## src/rtl/vtx_pkg.sv

```systemverilog
package vtx_pkg;

   // fault codes returned on resp_fault
   typedef enum logic [1:0] {
      FLT_NONE    = 2'b00,
      FLT_BOUND   = 2'b01,
      FLT_INVALID = 2'b10,
      FLT_PROT    = 2'b11
   } fault_e;

   typedef enum logic [1:0] {
      ST_IDLE  = 2'b00,
      ST_FETCH = 2'b01,
      ST_WBACK = 2'b10
   } walk_st_e;

   // page-table entry layout
   localparam int PTE_W       = 32;
   localparam int PTE_V_BIT   = 0;
   localparam int PTE_RO_BIT  = 1;
   localparam int PTE_D_BIT   = 2;
   localparam int PTE_PFN_LSB = 3;

endpackage

```

## src/rtl/vtx_counter.sv

```systemverilog
module vtx_counter #(
   parameter int W = 16
) (
   input  logic         clk,
   input  logic         rst_n,
   input  logic         inc,
   output logic [W-1:0] count
);

   always_ff @(posedge clk) begin
      if (!rst_n)   count <= '0;
      else if (inc) count <= count + 1'b1;
   end

   // the count only ever moves by one step
   a_r10_single_step: assert property (@(posedge clk) disable iff (!rst_n)
      (count != $past(count)) |-> (count == $past(count) + 1'b1));

endmodule

```

## src/rtl/vtx_cam.sv

```systemverilog
module vtx_cam #(
   parameter int ENTRIES = 4,
   parameter int VPN_W   = 20,
   parameter int PFN_W   = 20,
   localparam int IDX_W  = $clog2(ENTRIES)
) (
   input  logic             clk,
   input  logic             rst_n,
   input  logic             flush,
   input  logic [VPN_W-1:0] lk_vpn,
   output logic             lk_hit,
   output logic [IDX_W-1:0] lk_idx,
   output logic [PFN_W-1:0] lk_pfn,
   output logic             lk_ro,
   output logic             lk_dirty,
   input  logic             fill_en,
   input  logic [VPN_W-1:0] fill_vpn,
   input  logic [PFN_W-1:0] fill_pfn,
   input  logic             fill_ro,
   input  logic             fill_dirty,
   input  logic             mark_en,
   input  logic [IDX_W-1:0] mark_idx
);

   logic [ENTRIES-1:0] v_q, ro_q, d_q, match;
   logic [VPN_W-1:0]   vpn_q [ENTRIES];
   logic [PFN_W-1:0]   pfn_q [ENTRIES];
   logic [IDX_W-1:0]   victim_q, victim_nx;

   initial begin
      a_cfg_entries: assert (ENTRIES >= 2) else $error("ENTRIES must be at least 2");
   end

   // parallel compare, one comparator per entry
   for (genvar i = 0; i < ENTRIES; i++) begin : g_cmp
      assign match[i] = v_q[i] && (vpn_q[i] == lk_vpn);
   end

   always_comb begin
      lk_idx   = '0;
      lk_pfn   = '0;
      lk_ro    = 1'b0;
      lk_dirty = 1'b0;
      for (int i = 0; i < ENTRIES; i++) begin
         if (match[i]) begin
            lk_idx   = IDX_W'(i);
            lk_pfn   = pfn_q[i];
            lk_ro    = ro_q[i];
            lk_dirty = d_q[i];
         end
      end
   end
   assign lk_hit = |match;

   // victim pointer wrap: free for a power-of-two depth, compared otherwise
   if ((ENTRIES & (ENTRIES - 1)) == 0) begin : g_wrap_pow2
      assign victim_nx = victim_q + 1'b1;
   end else begin : g_wrap_cmp
      assign victim_nx = (victim_q == IDX_W'(ENTRIES - 1)) ? '0 : victim_q + 1'b1;
   end

   always_ff @(posedge clk) begin
      if (!rst_n) begin
         v_q      <= '0;
         ro_q     <= '0;
         d_q      <= '0;
         victim_q <= '0;
         for (int i = 0; i < ENTRIES; i++) begin
            vpn_q[i] <= '0;
            pfn_q[i] <= '0;
         end
      end else begin
         if (fill_en) victim_q <= victim_nx;
         for (int i = 0; i < ENTRIES; i++) begin
            if (fill_en && victim_q == IDX_W'(i)) begin
               v_q[i]   <= 1'b1;
               vpn_q[i] <= fill_vpn;
               pfn_q[i] <= fill_pfn;
               ro_q[i]  <= fill_ro;
               d_q[i]   <= fill_dirty;
            end else if (mark_en && mark_idx == IDX_W'(i)) begin
               d_q[i] <= 1'b1;
            end
            if (flush) v_q[i] <= 1'b0;   // flush wins over a coincident fill
         end
      end
   end

   // a page never sits in two entries
   a_r8_single_match: assert property (@(posedge clk) disable iff (!rst_n)
      $onehot0(match));

   // every load moves the victim pointer on
   a_r8_victim_moves: assert property (@(posedge clk) disable iff (!rst_n)
      fill_en |=> (victim_q != $past(victim_q)));

   // nothing hits in the cycle after a flush
   a_r9_flush_empties: assert property (@(posedge clk) disable iff (!rst_n)
      flush |=> !lk_hit);

endmodule

```

## src/rtl/vtx_translator.sv

```systemverilog
module vtx_translator
   import vtx_pkg::*;
#(
   parameter int VA_W        = 32,
   parameter int PA_W        = 32,
   parameter int PAGE_BYTES  = 4096,
   parameter int TLB_ENTRIES = 4,
   parameter int CNT_W       = 16,
   localparam int OFF_W      = $clog2(PAGE_BYTES),
   localparam int VPN_W      = VA_W - OFF_W,
   localparam int PFN_W      = PA_W - OFF_W,
   localparam int LEN_W      = VPN_W + 1
) (
   input  logic             clk,
   input  logic             rst_n,
   input  logic             req_valid,
   output logic             req_ready,
   input  logic [VA_W-1:0]  req_va,
   input  logic             req_write,
   input  logic [PA_W-1:0]  ptab_base,
   input  logic [LEN_W-1:0] ptab_len,
   input  logic             flush,
   output logic             resp_valid,
   output logic [PA_W-1:0]  resp_pa,
   output logic [1:0]       resp_fault,
   output logic             mem_req,
   output logic             mem_we,
   output logic [PA_W-1:0]  mem_addr,
   output logic [PTE_W-1:0] mem_wdata,
   input  logic [PTE_W-1:0] mem_rdata,
   input  logic             mem_ack,
   output logic [CNT_W-1:0] hit_count,
   output logic [CNT_W-1:0] miss_count
);

   localparam int IDX_W = $clog2(TLB_ENTRIES);

   initial begin
      a_cfg_page_size: assert (PAGE_BYTES >= 512 && PAGE_BYTES <= 8192 &&
                               (PAGE_BYTES & (PAGE_BYTES - 1)) == 0)
         else $error("PAGE_BYTES must be a power of two in 512..8192");
      a_cfg_pte_fit: assert (PFN_W + PTE_PFN_LSB <= PTE_W)
         else $error("frame number does not fit the table entry");
   end

   function automatic logic [PTE_W-1:0] mk_pte(input logic [PFN_W-1:0] pfn,
                                               input logic ro, input logic d);
      logic [PTE_W-1:0] r;
      r = '0;
      r[PTE_PFN_LSB +: PFN_W] = pfn;
      r[PTE_D_BIT]  = d;
      r[PTE_RO_BIT] = ro;
      r[PTE_V_BIT]  = 1'b1;
      return r;
   endfunction

   walk_st_e         st_q;
   logic [VPN_W-1:0] q_vpn;
   logic [OFF_W-1:0] q_off;
   logic             q_wr;
   logic [PFN_W-1:0] q_pfn;
   logic [PTE_W-1:0] q_pte;
   logic             rv_q;
   fault_e           rf_q;
   logic [PA_W-1:0]  rpa_q;

   logic [VPN_W-1:0] req_vpn;
   logic [OFF_W-1:0] req_off;
   logic             accept, in_range;
   logic             lk_hit, lk_ro, lk_dirty;
   logic [IDX_W-1:0] lk_idx;
   logic [PFN_W-1:0] lk_pfn, rd_pfn;
   logic             rd_v, rd_ro, rd_d;
   logic             fill_en, mark_en;

   assign req_vpn  = req_va[VA_W-1:OFF_W];
   assign req_off  = req_va[OFF_W-1:0];
   assign req_ready = (st_q == ST_IDLE);
   assign accept   = req_valid && req_ready;
   assign in_range = ({1'b0, req_vpn} < ptab_len);

   assign rd_pfn = mem_rdata[PTE_PFN_LSB +: PFN_W];
   assign rd_v   = mem_rdata[PTE_V_BIT];
   assign rd_ro  = mem_rdata[PTE_RO_BIT];
   assign rd_d   = mem_rdata[PTE_D_BIT];

   assign fill_en = (st_q == ST_FETCH) && mem_ack && rd_v;
   assign mark_en = accept && in_range && lk_hit && req_write && !lk_ro && !lk_dirty;

   vtx_cam #(.ENTRIES(TLB_ENTRIES), .VPN_W(VPN_W), .PFN_W(PFN_W)) u_cam (
      .clk        (clk),
      .rst_n      (rst_n),
      .flush      (flush),
      .lk_vpn     (req_vpn),
      .lk_hit     (lk_hit),
      .lk_idx     (lk_idx),
      .lk_pfn     (lk_pfn),
      .lk_ro      (lk_ro),
      .lk_dirty   (lk_dirty),
      .fill_en    (fill_en),
      .fill_vpn   (q_vpn),
      .fill_pfn   (rd_pfn),
      .fill_ro    (rd_ro),
      .fill_dirty (rd_d | (q_wr & ~rd_ro)),
      .mark_en    (mark_en),
      .mark_idx   (lk_idx)
   );

   vtx_counter #(.W(CNT_W)) u_hits (
      .clk(clk), .rst_n(rst_n), .inc(accept && in_range && lk_hit), .count(hit_count));

   vtx_counter #(.W(CNT_W)) u_misses (
      .clk(clk), .rst_n(rst_n), .inc(accept && in_range && !lk_hit), .count(miss_count));

   // walk controller
   always_ff @(posedge clk) begin
      if (!rst_n) begin
         st_q  <= ST_IDLE;
         q_vpn <= '0;
         q_off <= '0;
         q_wr  <= 1'b0;
         q_pfn <= '0;
         q_pte <= '0;
         rv_q  <= 1'b0;
         rf_q  <= FLT_NONE;
         rpa_q <= '0;
      end else begin
         rv_q <= 1'b0;
         unique case (st_q)
            ST_IDLE: if (accept) begin
               q_vpn <= req_vpn;
               q_off <= req_off;
               q_wr  <= req_write;
               if (!in_range) begin
                  rv_q <= 1'b1; rf_q <= FLT_BOUND; rpa_q <= '0;
               end else if (lk_hit) begin
                  if (req_write && lk_ro) begin
                     rv_q <= 1'b1; rf_q <= FLT_PROT; rpa_q <= '0;
                  end else if (req_write && !lk_dirty) begin
                     q_pfn <= lk_pfn;
                     q_pte <= mk_pte(lk_pfn, 1'b0, 1'b1);
                     st_q  <= ST_WBACK;
                  end else begin
                     rv_q <= 1'b1; rf_q <= FLT_NONE; rpa_q <= {lk_pfn, req_off};
                  end
               end else begin
                  st_q <= ST_FETCH;
               end
            end
            ST_FETCH: if (mem_ack) begin
               if (!rd_v) begin
                  rv_q <= 1'b1; rf_q <= FLT_INVALID; rpa_q <= '0; st_q <= ST_IDLE;
               end else if (q_wr && rd_ro) begin
                  rv_q <= 1'b1; rf_q <= FLT_PROT; rpa_q <= '0; st_q <= ST_IDLE;
               end else if (q_wr && !rd_d) begin
                  q_pfn <= rd_pfn;
                  q_pte <= mem_rdata | (PTE_W'(1) << PTE_D_BIT);
                  st_q  <= ST_WBACK;
               end else begin
                  rv_q <= 1'b1; rf_q <= FLT_NONE; rpa_q <= {rd_pfn, q_off}; st_q <= ST_IDLE;
               end
            end
            ST_WBACK: if (mem_ack) begin
               rv_q <= 1'b1; rf_q <= FLT_NONE; rpa_q <= {q_pfn, q_off}; st_q <= ST_IDLE;
            end
            default: st_q <= ST_IDLE;
         endcase
      end
   end

   assign resp_valid = rv_q;
   assign resp_fault = rf_q;
   assign resp_pa    = rpa_q;
   assign mem_req    = (st_q != ST_IDLE);
   assign mem_we     = (st_q == ST_WBACK);
   assign mem_addr   = ptab_base + PA_W'({q_vpn, 2'b00});
   assign mem_wdata  = q_pte;

   // out-of-range page answers with the bound fault next cycle
   a_r2_bound_fault: assert property (@(posedge clk) disable iff (!rst_n)
      (req_valid && req_ready && ({1'b0, req_va[VA_W-1:OFF_W]} >= ptab_len))
      |=> (resp_valid && resp_fault == FLT_BOUND && !mem_req));

   // a read that hits answers next cycle with no memory request
   a_r3_hit_no_walk: assert property (@(posedge clk) disable iff (!rst_n)
      (accept && in_range && lk_hit && !req_write) |=> (resp_valid && !mem_req));

   // offset passes through a hit unchanged
   a_r1_offset_kept: assert property (@(posedge clk) disable iff (!rst_n)
      (accept && in_range && lk_hit && !req_write)
      |=> (resp_pa[OFF_W-1:0] == $past(req_va[OFF_W-1:0])));

   // an invalid entry read from memory ends in the invalid fault
   a_r5_invalid_fault: assert property (@(posedge clk) disable iff (!rst_n)
      (mem_req && !mem_we && mem_ack && !mem_rdata[PTE_V_BIT])
      |=> (resp_valid && resp_fault == FLT_INVALID));

   // every write-back carries the modified bit
   a_r7_wback_dirty: assert property (@(posedge clk) disable iff (!rst_n)
      (mem_req && mem_we) |-> mem_wdata[PTE_D_BIT]);

   // a memory request holds steady until acknowledged
   a_r12_req_hold: assert property (@(posedge clk) disable iff (!rst_n)
      (mem_req && !mem_ack) |=> (mem_req && $stable(mem_addr) && $stable(mem_we)));

endmodule

```

## config.mk

```make
export PLATFORM = sky130hd
export DESIGN_NAME = vtx_translator
export DESIGN_NICKNAME = d
export VERILOG_FILES = /design/src/rtl/vtx_pkg.sv /design/src/rtl/vtx_counter.sv /design/src/rtl/vtx_cam.sv /design/src/rtl/vtx_translator.sv
export SDC_FILE = /design/constraint.sdc
export NUM_CORES = 1
export LEC_CHECK = 0
export ABC_AREA = 1
export CAP_MARGIN = 10
export CELL_PAD_IN_SITES_DETAIL_PLACEMENT = 0
export CELL_PAD_IN_SITES_GLOBAL_PLACEMENT = 1
export CORE_UTILIZATION = 25
export CTS_CLUSTER_DIAMETER = 100
export CTS_CLUSTER_SIZE = 14
export DETAILED_ROUTE_END_ITERATION = 10
export PLACE_DENSITY_LB_ADDON = 0.08
export SYNTH_ARGS = -nofsm -noshare
export SYNTH_HDL_FRONTEND = slang
export SYNTH_SLANG_ARGS = --single-unit
```

## constraint.sdc

```tcl
create_clock -name clk -period 10.75 [get_ports clk]
set_input_delay 3.225 -clock clk [delete_from_list [all_inputs] [get_ports clk]]
set_output_delay 3.225 -clock clk [all_outputs]
set_load 0.01 [all_outputs]
```

==> flow_summary.json <==
{
  "fin_tns_setup_ns": 0,
  "reg2reg_depth": 17,
  "whs_endpoint": "mem_wdata[1]",
  "power_density_nw_per_um2": 192,
  "holdPathStages": 2,
  "insertion_delay_ns": 0.58,
  "drtIter0Drc": 1021,
  "setup_ws_ns": 0.984,
  "floorplan.die_area_um2": 71700,
  "r2r-end": "resp_pa[9]",
  "numCtsBuffers": 27,
  "dp.cells": 3572,
  "switching_share_pct": 39.2,
  "critPathLaunch": "ptab_base[4]",
  "ys_ff_latch": 307,
  "fp.coreArea_um2": 69900,
  "cts_sinks": 307,
  "rsz0062_at_grt": "false",
  "hp-class": "reg2reg",
  "yosysSeqAreaShare_pct": 43.9,
  "fmax_mhz": 102,
  "start_util_pct": 25.3,
  "p_leak_nw": 9.43,
  "final_common_cell": "nand2_1",
  "ctsHoldBuffers": 0,
  "drcViolationCount": 0,
  "io_pins": 257,
  "routed_wl_um": 67100,
  "grt_pass1_wl_um": 100000,
  "hold_viol": 0,
  "final_cell_mix": "685 x nand2_1, 399 x nor2_1, 317 x inv_1, 251 x clkdlybuf4s50_1, 160 x edfxtp_1",
  "top_layer_used": "met4",
  "p_sw_w": 0.00164,
  "pwr-share-clk_pct": 23.1,
  "place_congestion": 0.863,
  "ant_nets": 0,
  "synth_edf_count": 160,
  "ys_types": 53,
  "rr_startpoint": "u_cam.vpn_q[3][4]",
  "wl_met3_um": 2520,
  "crit_top_cell": "a21oi_1",
  "cts_root_buffer": "clkbuf_16",
  "cts_tree": "done",
  "htree_levels": 1,
  "power.internal_w": 0.00254,
  "clock_path_buffers": 3,
  "min_from": "mem_wdata[1]",
  "relSlewSlack_pct": 23.0,
  "tightest_slew_ns": 1.15,
  "die_w_um": 268,
  "cts_resized": 0,
  "path_max_fanout": 4,
  "final_layout_size_suffix_gt1_share_pct": 5.08,
  "post-cts-setup-buffers": 0,
  "clkSlewWorstSetupHoldPaths_ns": 0.07,
  "period_needed_ns": 9.77,
  "cp.arrival_ns": 6.54,
  "dpl.hpwl_um": 48800,
  "path_cells": "clkdlybuf4s50_1 > ha_1 > a21oi_1 > nand2_1 > a21oi_1 > o21ai_0 > a21oi_1 > o21ai_0 > a21boi_0 > inv_1 > a21oi_1 > xnor2_1 > clkdlybuf4s50_1",
  "port_buffers": 252,
  "synth.avg_cell_area_um2": 7.19,
  "cap_violations": 0,
  "async_flop_share_pct": 0,
  "yosys_most_used_dff": "edfxtp_1",
  "cp-start-kind": "input port",
  "ys_warn_count": 0,
  "status": "completed",
  "p_seq_share_pct": 36.9,
  "num_rows": 97,
  "netlist_area_um2": 17700,
  "area_delta_synth_final_pct": 23.4,
  "synth_cells": 2457,
  "min_period_over_period_pct": 90.9,
  "grt_usage_pct": 18.5,
  "met2_length_um": 31700,
  "max_stage_delay_ns": 0.58,
  "setup_violations": 0,
  "num_vias": 16100,
  "final_nets": 2834,
  "met1Wirelength_um": 31900,
  "die_h_um": 268,
  "grt_max_degree": 88,
  "combinationalPowerShare_pct": 40.0,
  "r2r_slack_ns": 7.11,
  "drv_slew": 0,
  "synth_fp_nets": 2630,
  "grt_remaining_overflow": 0,
  "critPathKind": "in2out",
  "cp.required_ns": 7.53,
  "fin_worst_skew_ns": 0.0246,
  "final_cells": 3620,
  "fin_total_pwr_w": 0.00418,
  "via_per_inst": 4.46,
  "dpl_worst_slack_ns": 0.941,
  "dr.pass1.iters": 5,
  "ir_drop_mv": 0.163,
  "crit_slowest_cell": "clkdlybuf4s50_1",
  "cp-end-kind": "output port",
  "first_global_vias": 16000,
  "antenna_found_initial": 2,
  "wl_per_cell_um": 18.5
}
cell usage after synthesis (12+ instances only):
master	n	area share (%)
a21oi_1	143	4.1
a21oi_2	20	0.99
and3_1	12	0.43
buf_2	15	0.43
clkbuf_1	56	1.2
dfxtp_1	147	17
edfxtp_1	160	27
ha_1	49	3.5
inv_1	321	6.8
inv_2	25	0.53
nand2_1	685	15
nand3_1	115	3.3
nand4_1	42	1.5
nor2_1	399	8.5
nor3_1	20	0.57
o21ai_0	87	2.5
o22ai_1	14	0.50
xnor2_1	17	0.84
xor2_1	25	1.2
sequential cells by signal (all words and copies together) (netlist names), 4 cells and up:
name,flops
u_cam.ro_q,4
q_off,12
mem_wdata,12
q_pfn,19
q_vpn,20
u_cam.v_q,4
u_misses.count,16
u_cam.pfn_q,80
u_cam.d_q,4
u_hits.count,16
resp_pa,32
u_cam.vpn_q,80
area by class of cell:
type / instances / area (µm²)
Fill cell: 7669 / 48100
Sequential cell: 307 / 7750
Timing Repair Buffer: 265 / 2620
Tap cell: 940 / 1180
Antenna cell: 2 / 5.00
Clock buffer: 42 / 757
Multi-Input combinational cell: 1709 / 8130
Clock inverter: 4 / 37.5
Inverter: 351 / 1320
power by group through the flow:
stage	sequential [W]	combinational [W]	clock, W
2_1_floorplan	0.00156	0.000985	0
3_3_place_gp	0.00157	0.00170	0
3_5_place_dp	0.00157	0.00169	0
4_1_cts	0.00154	0.00170	0.00101
5_1_grt	0.00156	0.00186	0.00105
6_report	0.00154	0.00167	0.000965
worst max-delay path: cells and delay by family:
| kind | cells | cell delay (ns) |
|---|---|---|
| AOI/OAI and AO/OA | 7 | 1.60 |
| buffers and inverters | 3 | 1.08 |
| adders and majority gates | 1 | 0.36 |
| xor gates and xnor gates | 1 | 0.18 |
| and+or+nand+nor | 1 | 0.10 |
cell families (layout without fill, tap and decap cells):
family / after synthesis / after routing / share of synthesized area (%)
other cells: 0 / 2 / 0
compound gates: 293 / 293 / 9.08
xor+xnor: 42 / 42 / 2.08
fa+ha+maj: 50 / 50 / 3.59
simple gates: 1324 / 1324 / 31.3
flops: 307 / 307 / 43.9
buf+inv: 441 / 662 / 10.1
through the flow:
step	utilization [%]	hold WS, ns	instance area (µm²)
5_1_grt	31.2	0.452	21800
4_1_cts	31.2	0.445	21800
2_1_floorplan	-	0.448	17700
3_3_place_gp	30.0	0.430	21000
6_report	31.2	0.441	21800
3_5_place_dp	30.0	0.434	21000
worst max path at each step:
stage,cells past startpoint,slack (ns),end
2_1_floorplan,10,2.38,mem_addr[20]
3_3_place_gp,13,1.01,mem_addr[21]
3_5_place_dp,13,0.94,mem_addr[21]
6_report,13,0.98,mem_addr[21]
4_1_cts,13,0.94,mem_addr[21]
5_1_grt,13,0.71,mem_addr[21]
metal layers:
layer / GRT usage [%] / vias to the layer above
met5: 0 / -
met4: 3.20 / 0
met3: 2.11 / 44
met2: 31.1 / 283
met1: 25.8 / 7619
li1: - / 8195
No activity file was read; power rests on OpenSTA's default activity.
